## src/rtl/e1pc_pkg.sv

```systemverilog
package e1pc_pkg;
   typedef enum logic {MODE_BPV = 1'b0, MODE_CV = 1'b1} viol_mode_e;
   typedef enum logic {INTV_LONG = 1'b0, INTV_SHORT = 1'b1} intv_sel_e;
endpackage

```

## src/rtl/e1pc_interval_timer.sv

```systemverilog
module e1pc_interval_timer #(
   parameter int SHORT_FRAMES = 500,
   parameter int LONG_FRAMES  = 8000
) (
   input  logic clk,
   input  logic rst_n,
   input  logic frame_tick,
   input  logic short_intv,
   output logic latch_o
);
   import e1pc_pkg::*;
   localparam int CW = $clog2(LONG_FRAMES + 1);
   localparam logic [CW-1:0] SHORT_LAST = CW'(SHORT_FRAMES - 1);
   localparam logic [CW-1:0] LONG_LAST  = CW'(LONG_FRAMES - 1);

   generate
      if (SHORT_FRAMES < 2 || LONG_FRAMES <= SHORT_FRAMES) begin : g_bad_cfg
         $error("interval lengths: need 2 <= SHORT_FRAMES < LONG_FRAMES");
      end
   endgenerate

   logic [CW-1:0] frames_q;
   logic [CW-1:0] last_idx;
   intv_sel_e     sel;

   assign sel      = intv_sel_e'(short_intv);
   assign last_idx = (sel == INTV_SHORT) ? SHORT_LAST : LONG_LAST;
   assign latch_o  = frame_tick && (frames_q >= last_idx);

   always_ff @(posedge clk or negedge rst_n) begin
      if (!rst_n)          frames_q <= '0;
      else if (latch_o)    frames_q <= '0;
      else if (frame_tick) frames_q <= frames_q + 1'b1;
   end

   a_r6_latch_needs_tick: assert property (@(posedge clk) disable iff (!rst_n)
      latch_o |-> frame_tick);
   a_r6_no_back_to_back: assert property (@(posedge clk) disable iff (!rst_n)
      latch_o |=> !latch_o);
   a_r6_count_bounded: assert property (@(posedge clk) disable iff (!rst_n)
      frames_q <= LONG_LAST);
endmodule

```

## src/rtl/e1pc_viol_class.sv

```systemverilog
module e1pc_viol_class (
   input  logic clk,
   input  logic rst_n,
   input  logic viol_stb,
   input  logic viol_neg,
   input  logic cv_mode,
   output logic count_o
);
   import e1pc_pkg::*;
   logic       seen_q;
   logic       pol_q;
   viol_mode_e mode;

   assign mode = viol_mode_e'(cv_mode);

   always_comb begin
      unique case (mode)
         MODE_BPV: count_o = viol_stb;
         MODE_CV:  count_o = viol_stb && seen_q && (pol_q == viol_neg);
         default:  count_o = 1'b0;
      endcase
   end

   always_ff @(posedge clk or negedge rst_n) begin
      if (!rst_n) begin
         seen_q <= 1'b0;
         pol_q  <= 1'b0;
      end else if (viol_stb) begin
         seen_q <= 1'b1;
         pol_q  <= viol_neg;
      end
   end

   a_r2_every_bpv: assert property (@(posedge clk) disable iff (!rst_n)
      (!cv_mode && viol_stb) |-> count_o);
   a_r3_alternating_not_cv: assert property (@(posedge clk) disable iff (!rst_n)
      (cv_mode && viol_stb && $past(viol_stb) && ($past(viol_neg) != viol_neg)) |-> !count_o);
   a_r3_needs_strobe: assert property (@(posedge clk) disable iff (!rst_n)
      count_o |-> viol_stb);
endmodule

```

## src/rtl/e1pc_sat_counter.sv

```systemverilog
module e1pc_sat_counter #(
   parameter int W        = 16,
   parameter bit SATURATE = 1'b1
) (
   input  logic         clk,
   input  logic         rst_n,
   input  logic         latch,
   input  logic         inc,
   output logic [W-1:0] hold_o
);
   localparam logic [W-1:0] TOP = '1;

   generate
      if (W < 1) begin : g_bad_w
         $error("counter width must be at least 1");
      end
   endgenerate

   logic [W-1:0] acc_q;
   logic [W-1:0] acc_plus;

   generate
      if (SATURATE) begin : g_sat
         assign acc_plus = (acc_q == TOP) ? acc_q : acc_q + 1'b1;
      end else begin : g_wrap
         assign acc_plus = acc_q + 1'b1;
      end
   endgenerate

   always_ff @(posedge clk or negedge rst_n) begin
      if (!rst_n) begin
         acc_q  <= '0;
         hold_o <= '0;
      end else if (latch) begin
         hold_o <= acc_q;
         acc_q  <= W'(inc);
      end else if (inc) begin
         acc_q  <= acc_plus;
      end
   end

   generate
      if (SATURATE) begin : g_sat_chk
         a_r8_no_overflow: assert property (@(posedge clk) disable iff (!rst_n)
            (!latch && acc_q == TOP) |=> acc_q == TOP);
      end
   endgenerate
   a_r7_restart: assert property (@(posedge clk) disable iff (!rst_n)
      latch |=> acc_q <= W'(1));
   a_r6_copy_on_latch: assert property (@(posedge clk) disable iff (!rst_n)
      latch |=> hold_o == $past(acc_q));
   a_r6_hold_stable: assert property (@(posedge clk) disable iff (!rst_n)
      !latch |=> $stable(hold_o));
endmodule

```

## src/rtl/e1_perf_counters.sv

```systemverilog
module e1_perf_counters #(
   parameter int VIOL_W       = 16,
   parameter int CRC_W        = 10,
   parameter int EBIT_W       = 10,
   parameter int FAS_W        = 12,
   parameter int SHORT_FRAMES = 500,
   parameter int LONG_FRAMES  = 8000,
   parameter bit SATURATE     = 1'b1
) (
   input  logic              clk,
   input  logic              rst_n,
   input  logic              frame_tick,
   input  logic              short_intv,
   input  logic              cv_mode,
   input  logic              crc_mf_sync,
   input  logic              viol_stb,
   input  logic              viol_neg,
   input  logic              crc_err_stb,
   input  logic              ebit_err_stb,
   input  logic              fas_err_stb,
   output logic [VIOL_W-1:0] viol_cnt,
   output logic [CRC_W-1:0]  crc_cnt,
   output logic [EBIT_W-1:0] ebit_cnt,
   output logic [FAS_W-1:0]  fas_cnt
);
   logic latch;
   logic viol_inc;
   logic crc_inc;
   logic ebit_inc;

   e1pc_interval_timer #(.SHORT_FRAMES(SHORT_FRAMES), .LONG_FRAMES(LONG_FRAMES)) u_timer (
      .clk(clk), .rst_n(rst_n), .frame_tick(frame_tick),
      .short_intv(short_intv), .latch_o(latch));

   e1pc_viol_class u_vclass (
      .clk(clk), .rst_n(rst_n), .viol_stb(viol_stb), .viol_neg(viol_neg),
      .cv_mode(cv_mode), .count_o(viol_inc));

   assign crc_inc  = crc_err_stb  && crc_mf_sync;
   assign ebit_inc = ebit_err_stb && crc_mf_sync;

   e1pc_sat_counter #(.W(VIOL_W), .SATURATE(SATURATE)) u_viol (
      .clk(clk), .rst_n(rst_n), .latch(latch), .inc(viol_inc), .hold_o(viol_cnt));
   e1pc_sat_counter #(.W(CRC_W), .SATURATE(SATURATE)) u_crc (
      .clk(clk), .rst_n(rst_n), .latch(latch), .inc(crc_inc), .hold_o(crc_cnt));
   e1pc_sat_counter #(.W(EBIT_W), .SATURATE(SATURATE)) u_ebit (
      .clk(clk), .rst_n(rst_n), .latch(latch), .inc(ebit_inc), .hold_o(ebit_cnt));
   e1pc_sat_counter #(.W(FAS_W), .SATURATE(SATURATE)) u_fas (
      .clk(clk), .rst_n(rst_n), .latch(latch), .inc(fas_err_stb), .hold_o(fas_cnt));

   a_r5_gate_far_end: assert property (@(posedge clk) disable iff (!rst_n)
      !crc_mf_sync |-> !(crc_inc || ebit_inc));
   a_r4_viol_ignores_sync: assert property (@(posedge clk) disable iff (!rst_n)
      (!cv_mode && viol_stb && !crc_mf_sync) |-> viol_inc);
endmodule

```

## config.mk

```make
export PLATFORM = sky130hd
export DESIGN_NAME = e1_perf_counters
export DESIGN_NICKNAME = d
export VERILOG_FILES = /design/src/rtl/e1pc_pkg.sv /design/src/rtl/e1pc_interval_timer.sv /design/src/rtl/e1pc_viol_class.sv /design/src/rtl/e1pc_sat_counter.sv /design/src/rtl/e1_perf_counters.sv
export SDC_FILE = /design/constraint.sdc
export NUM_CORES = 1
export LEC_CHECK = 0
export BUFFER_PORTS_ARGS = -buffer_cell sky130_fd_sc_hd__buf_2
export CAP_MARGIN = 20
export CELL_PAD_IN_SITES_DETAIL_PLACEMENT = 1
export CELL_PAD_IN_SITES_GLOBAL_PLACEMENT = 1
export CORE_AREA = 3 3 126 128
export CTS_CLUSTER_DIAMETER = 50
export DETAILED_ROUTE_END_ITERATION = 10
export DIE_AREA = 0 0 129 131
export PLACE_DENSITY_LB_ADDON = 0.1
export REMOVE_ABC_BUFFERS = 1
export SETUP_SLACK_MARGIN = 0.5
export SLEW_MARGIN = 10
export SYNTH_ARGS = -nofsm -noshare
export SYNTH_HDL_FRONTEND = slang
export SYNTH_SLANG_ARGS = --single-unit
```

## constraint.sdc

```tcl
create_clock -name clk -period 2.25 [get_ports clk]
set_clock_uncertainty 0.05 [all_clocks]
set_input_delay 0.225 -clock clk [delete_from_list [all_inputs] [get_ports clk]]
set_output_delay 0.225 -clock clk [all_outputs]
set_load 0.005 [all_outputs]
```

Yosys cells after proc, flatten, opt, wreduce, memory -nomap -nowiden
Index checks and enable logic that the tools add are counted.

Register bits after elaboration: 111. Output and inout bits: 48. Logic and storage cells: 57.

Add/sub/neg operators: 5. Order comparisons: 1. Equality and inequality tests: 9. Multiplexer cells: 16. Bitwise gates (word level): 1. Reduce and logical (&&, ||, !) cells: 14.

Operators with widths (number): $mux 10 (6); $mux 16 (3); $mux 13 (3); $mux 12 (3); $add 10x1->10 const B (2); $eq 10x10->1 const B (2); $add 16x1->16 const B (1); $eq 16x16->1 const B (1); $add 13x1->13 const B (1); $ge 13x13->1 (1); $add 12x1->12 const B (1); $eq 12x12->1 const B (1); $reduce_bool 2->1 (5); $ne 2x2->1 const B (4); $reduce_and 2->1 (4); $logic_and 1x1->1 (5); $pmux 1 s2 (1); $eq 1x1->1 (1); $not 1->1 (1).

Longest topological paths before layout
Depth after elaboration: 5. Gate-level depth with buffers: 9. Mapped depth without buffers: 7.

By module
A second synthesis with hierarchy kept.

Cells, all modules: 490. Area total of the unflattened synthesis: 5497.8 um^2.

By module, submodules not included: e1pc_sat_counter at u_crc ... (times used 2, cells an instance 76, area each 913.4 um^2, seq. area each 500.5 um^2); e1pc_sat_counter at u_viol (times used 1, cells an instance 144, area each 1601.5 um^2, seq. area each 800.8 um^2); e1pc_sat_counter at u_fas (times used 1, cells an instance 98, area each 1129.8 um^2, seq. area each 600.6 um^2); e1pc_interval_timer (times used 1, cells an instance 86, area each 833.3 um^2, seq. area each 325.3 um^2); e1pc_viol_class (times used 1, cells an instance 8, area each 93.8 um^2, seq. area each 50.0 um^2); e1_perf_counters (times used 1, cells an instance 2, area each 12.5 um^2, seq. area each 0.0 um^2).

Worst setup path after synthesis
Ideal clock, no wire load.

Kind: reg2reg. Start: register u_viol.acc_q[0]. End: register u_viol.acc_q[13]. Setup time: 0.078 ns. Arrival: 2.014 ns. Slack: 0.108 ns. Stages on the path, launching flop included: 8. Cell sequence: dfrtp_1 ha_1 and4_1 nor4bb_1 buf_2 or4_4 or3_1 a21oi_1.

Word-level cells in the longest chain between the ends: 4. Elaborated cells between the ends (all ways): 7. Those cells by class: add/sub (1); eq/ne (2); mux (3); reduce/logical (1).

Ends and longest elaborated chain: start, declared (RTL line e1pc_sat_counter.sv:19) `logic [W-1:0] acc_q;`; start signal, assigned (RTL line e1pc_sat_counter.sv:36) `acc_q <= W'(inc);`; start signal, assigned (RTL line e1pc_sat_counter.sv:38) `acc_q <= acc_plus;`; $add 16x1->16 (RTL line e1pc_sat_counter.sv:24) `assign acc_plus = (acc_q == TOP) ? acc_q : acc_q + 1'b1;`; $mux 16 (RTL line e1pc_sat_counter.sv:24); $mux 16 (RTL line e1pc_sat_counter.sv:37) `end else if (inc) begin`; $mux 16 (RTL line e1pc_sat_counter.sv:34) `end else if (latch) begin`.

Several ways; a longest one is shown, not always the timed one. The select of a mux whose other input is x is not followed. A chain may end at the register's enable or synchronous reset.

Worst setup path in the final report
Start: register u_timer.frames_q[2]. End: register u_fas.hold_o[5].

Word-level cells in the longest chain between the ends: 2.

Ends and longest elaborated chain: start, declared (RTL line e1pc_interval_timer.sv:22) `logic [CW-1:0] frames_q;`; start signal, assigned (RTL line e1pc_interval_timer.sv:33) `else if (frame_tick) frames_q <= frames_q + 1'b1;`; $ge 13x13->1 (RTL line e1pc_interval_timer.sv:28) `assign latch_o = frame_tick && (frames_q >= last_idx);`; $logic_and 1x1->1 (RTL line e1pc_interval_timer.sv:28); end signal, assigned (RTL line e1pc_sat_counter.sv:35) `hold_o <= acc_q;`; end, declared (RTL line e1pc_sat_counter.sv:9) `output logic [W-1:0] hold_o`.

No other way between the ends.

==> reports/qor.yml <==
cts_buffer_depth: 2
ys_types: 44
crit_buf_inv: 2
syn_area_per_cell_um2: 11.09
n_antenna_cell: 0
grt_usage: 0.1709
muxShareOfSynthArea: 0.1164
dp_slack_ns: -0.06107
synthArstFlopShare: 1.000
cp_slowest_cell: "dfrtp_1"
grt_use_met3: 0.03659
tritoncts: "yes"
p_int_mw: 3.778
grt-ovfl-total: 0
maxCapViolCount: 0
rows: 45
worst_pin_slew_ns: 0.5522
hold_depth: 2
max_slew_margin: 0.6318
cts_buffers: 9
sequentialPowerShare: 0.474
use_met1: 0.2208
setup_ws_ns: 0.05627
pwr-share-clk: 0.312
start_util: 0.3452
die_y_um: 131
yosysTopAreaCell: "dfrtp_1"
ant_nets: 0
vias: 3974
synthToLayoutAreaGrowth_pct: 41.09
ys.flop_type: "dfrtp_1"
nets: 600
first_iter_violations: 156
cp-end-kind: "flop"
synth_compound_area_frac: 0.05833
hpwl_um: 8252
crit_family: "compound AO/OA/AOI/OAI gates"
peakVddDrop_v: 0.0003953
p_sw_mw: 1.681
grt_max_degree: 68
clockRootBuffer: "clkbuf_16"
synth-xor-area-share: 0.06438
die_w_um: 129
path_max_fanout: 7
drc: 0
wl_um: 14040
grt_pass1_vias: 4317
critPathKind: "flop to flop"
hold_end: "u_vclass.seen_q"
hp-start: "viol_stb"
grt_antenna_before_repair: 0
vias_per_cell: 5.168
drv_slew: 0
cp_data_required_time_ns: 2.44
gr-usage-met2: 0.2902
cts.sinks: 111
grt_pass1_wl_um: 22680
hold_path_class: "primary input to flop"
path_cells: "ha_4 -> a211oi_4 -> a211oi_2 -> a211o_1 -> nand2_4 -> buf_4 -> buf_16 -> mux2_4"
r2r_cells: 8
status: "finished clean"
synthSimpleGateAreaFrac: 0.1718
combPwrFrac: 0.214
drtPass1Iterations: 4
cp.arrival_ns: 2.39
grt_busiest_layer: "met2"
die-area_um2: 16900
io-pin-count: 59
yosys-top-cells-count: "111 x dfrtp_1, 55 x nor2_1, 49 x mux2_2"
post-synth-top-count-cell: "dfrtp_1"
gp_congestion: 0.7879
final_core_util: 0.4871
clk_pin_slew_ns: 0.08
synth_area_leaders: "dfrtp_1 54%, mux2_2 11%, xnor2_1 4.6%"
rsz0062_at_grt: "yes"
synth_top_family_by_area: "simple AND/OR/NAND/NOR gates"
h-tree-depth: 3
synth_area_um2: 5170
port_buffers: 58
min_period_over_period: 0.9750
period_needed_ns: 2.194
drive_above_1_share: 0.4251
reg2reg_to: "u_fas.hold_o[5]"
powerDensity_nw_per_um2: 748.3
setup_viol: 0
clkLatencyLatePin_ns: 0.35
max_freq_ghz: 0.4558
synth-seq-cells: 111
yosysSeqAreaShare: 0.5373
yosysWarnings: 0
critPathMaxStageDelay_ns: 0.42
finalPower_mw: 5.459
r2r_slack_ns: 0.06
swShare: 0.3079
finalHoldViolCount: 0
avgRoutedWirePerCell_um: 18.26
r2r-start: "u_timer.frames_q[2]"
cp.depth: 8
startpoint_type: "flop"
core_area_um2: 14980
synth_edf_count: 0
synth_top_cell_area_share: 0.5373
synthCells: 466
synth_adder_area_share: 0.03146
p_leak_nw: 3.426
==> placed cells by master (no fill, tap or decap), types with 14 or more instances in the layout <==
cell     count
dfrtp_1    111
buf_2       57
nor2_4      36
nand2_1     28
buf_4       28
mux2_4      27
xnor2_1     27
mux2_2      22
nand3_1     17
nor2_1      16
nor3_1      15
nand4_1     14
==> final cells by class <==
cell class                 instances  area (um2)
timing repair buffer             113        1054
inverter                          11       41.29
clock inverter                     5       63.81
fill                            1569        7682
multi-input combinational        330        2870
clock buffer                      11       252.7
tap                              188       235.2
sequential                       111        2778
==> power by group through the flow <==
stage,combinational [mW],sequential (mW),clock (mW)
after floorplan,0.505,2.54,0
after CTS,0.888,2.58,1.77
after global placement,0.775,2.61,0
after global routing,1.32,2.64,1.85
after detailed placement,0.809,2.62,0
final,1.17,2.59,1.70
==> repair_timing <==
item / 4_1_cts / 5_1_grt
endpoints found under the hold margin: 111 / 0
endpoints found under the setup margin: 109 / 109
cloned: 9 / 2
setup buffers: 9 / 10
resized for setup: 41 / 119
pin swaps: 1 / 34
hold buffers: 1 / 0
==> registers in the layout (all words and copies together) (netlist names) <==
register / flops
u_vclass.seen_q: 1
u_timer.frames_q: 13
u_crc.hold_o: 10
u_ebit.hold_o: 10
u_crc.acc_q: 10
u_viol.acc_q: 16
u_vclass.pol_q: 1
u_viol.hold_o: 16
u_fas.acc_q: 12
u_fas.hold_o: 12
u_ebit.acc_q: 10
==> metal layers <==
metal / part of all wire / routed length (um)
met1: 0.46 / 6423
met2: 0.51 / 7125
met3: 0.023 / 329
met4: 0.012 / 163
met5: 0 / 0
==> metrics by stage <==
step / hold slack, ns / area, um2 / setup TNS [ns] / std cells
3_5_place_dp: -0.02294 / 5863 / -2.160 / 722
4_1_cts: 0.03639 / 6656 / 0 / 757
2_1_floorplan: -0.1206 / 5106 / -61.46 / 451
3_3_place_gp: -0.02253 / 5863 / -0.03813 / 722
6_report: 0.05269 / 7295 / 0 / 769
5_1_grt: 0.05786 / 7295 / -0.9264 / 769
==> worst max-delay path by stage <==
| stage | endpoint | from | slack, ns |
|---|---|---|---|
| 2_1_floorplan | u_crc.hold_o[0] | u_timer.frames_q[2] | -0.84 |
| 3_3_place_gp | u_crc.hold_o[9] | short_intv | -0.004 |
| 4_1_cts | u_viol.hold_o[13] | u_timer.frames_q[2] | 0.05 |
| 5_1_grt | u_fas.hold_o[8] | u_timer.frames_q[11] | -0.04 |
| 6_report | u_fas.hold_o[5] | u_timer.frames_q[2] | 0.06 |
| 3_5_place_dp | u_viol.hold_o[13] | short_intv | -0.06 |
==> cell families (layout without fill, tap and decap cells) <==
group                      Yosys count  count (layout)
and+or+nand+nor                    177             178
adders and majority gates           13              13
muxes                               54              54
DFF                                111             111
buffers and inverters               26             140
AOI/OAI and AO/OA                   47              47
xor gates and xnor gates            38              38
Power figures use the tool's default switching activity.
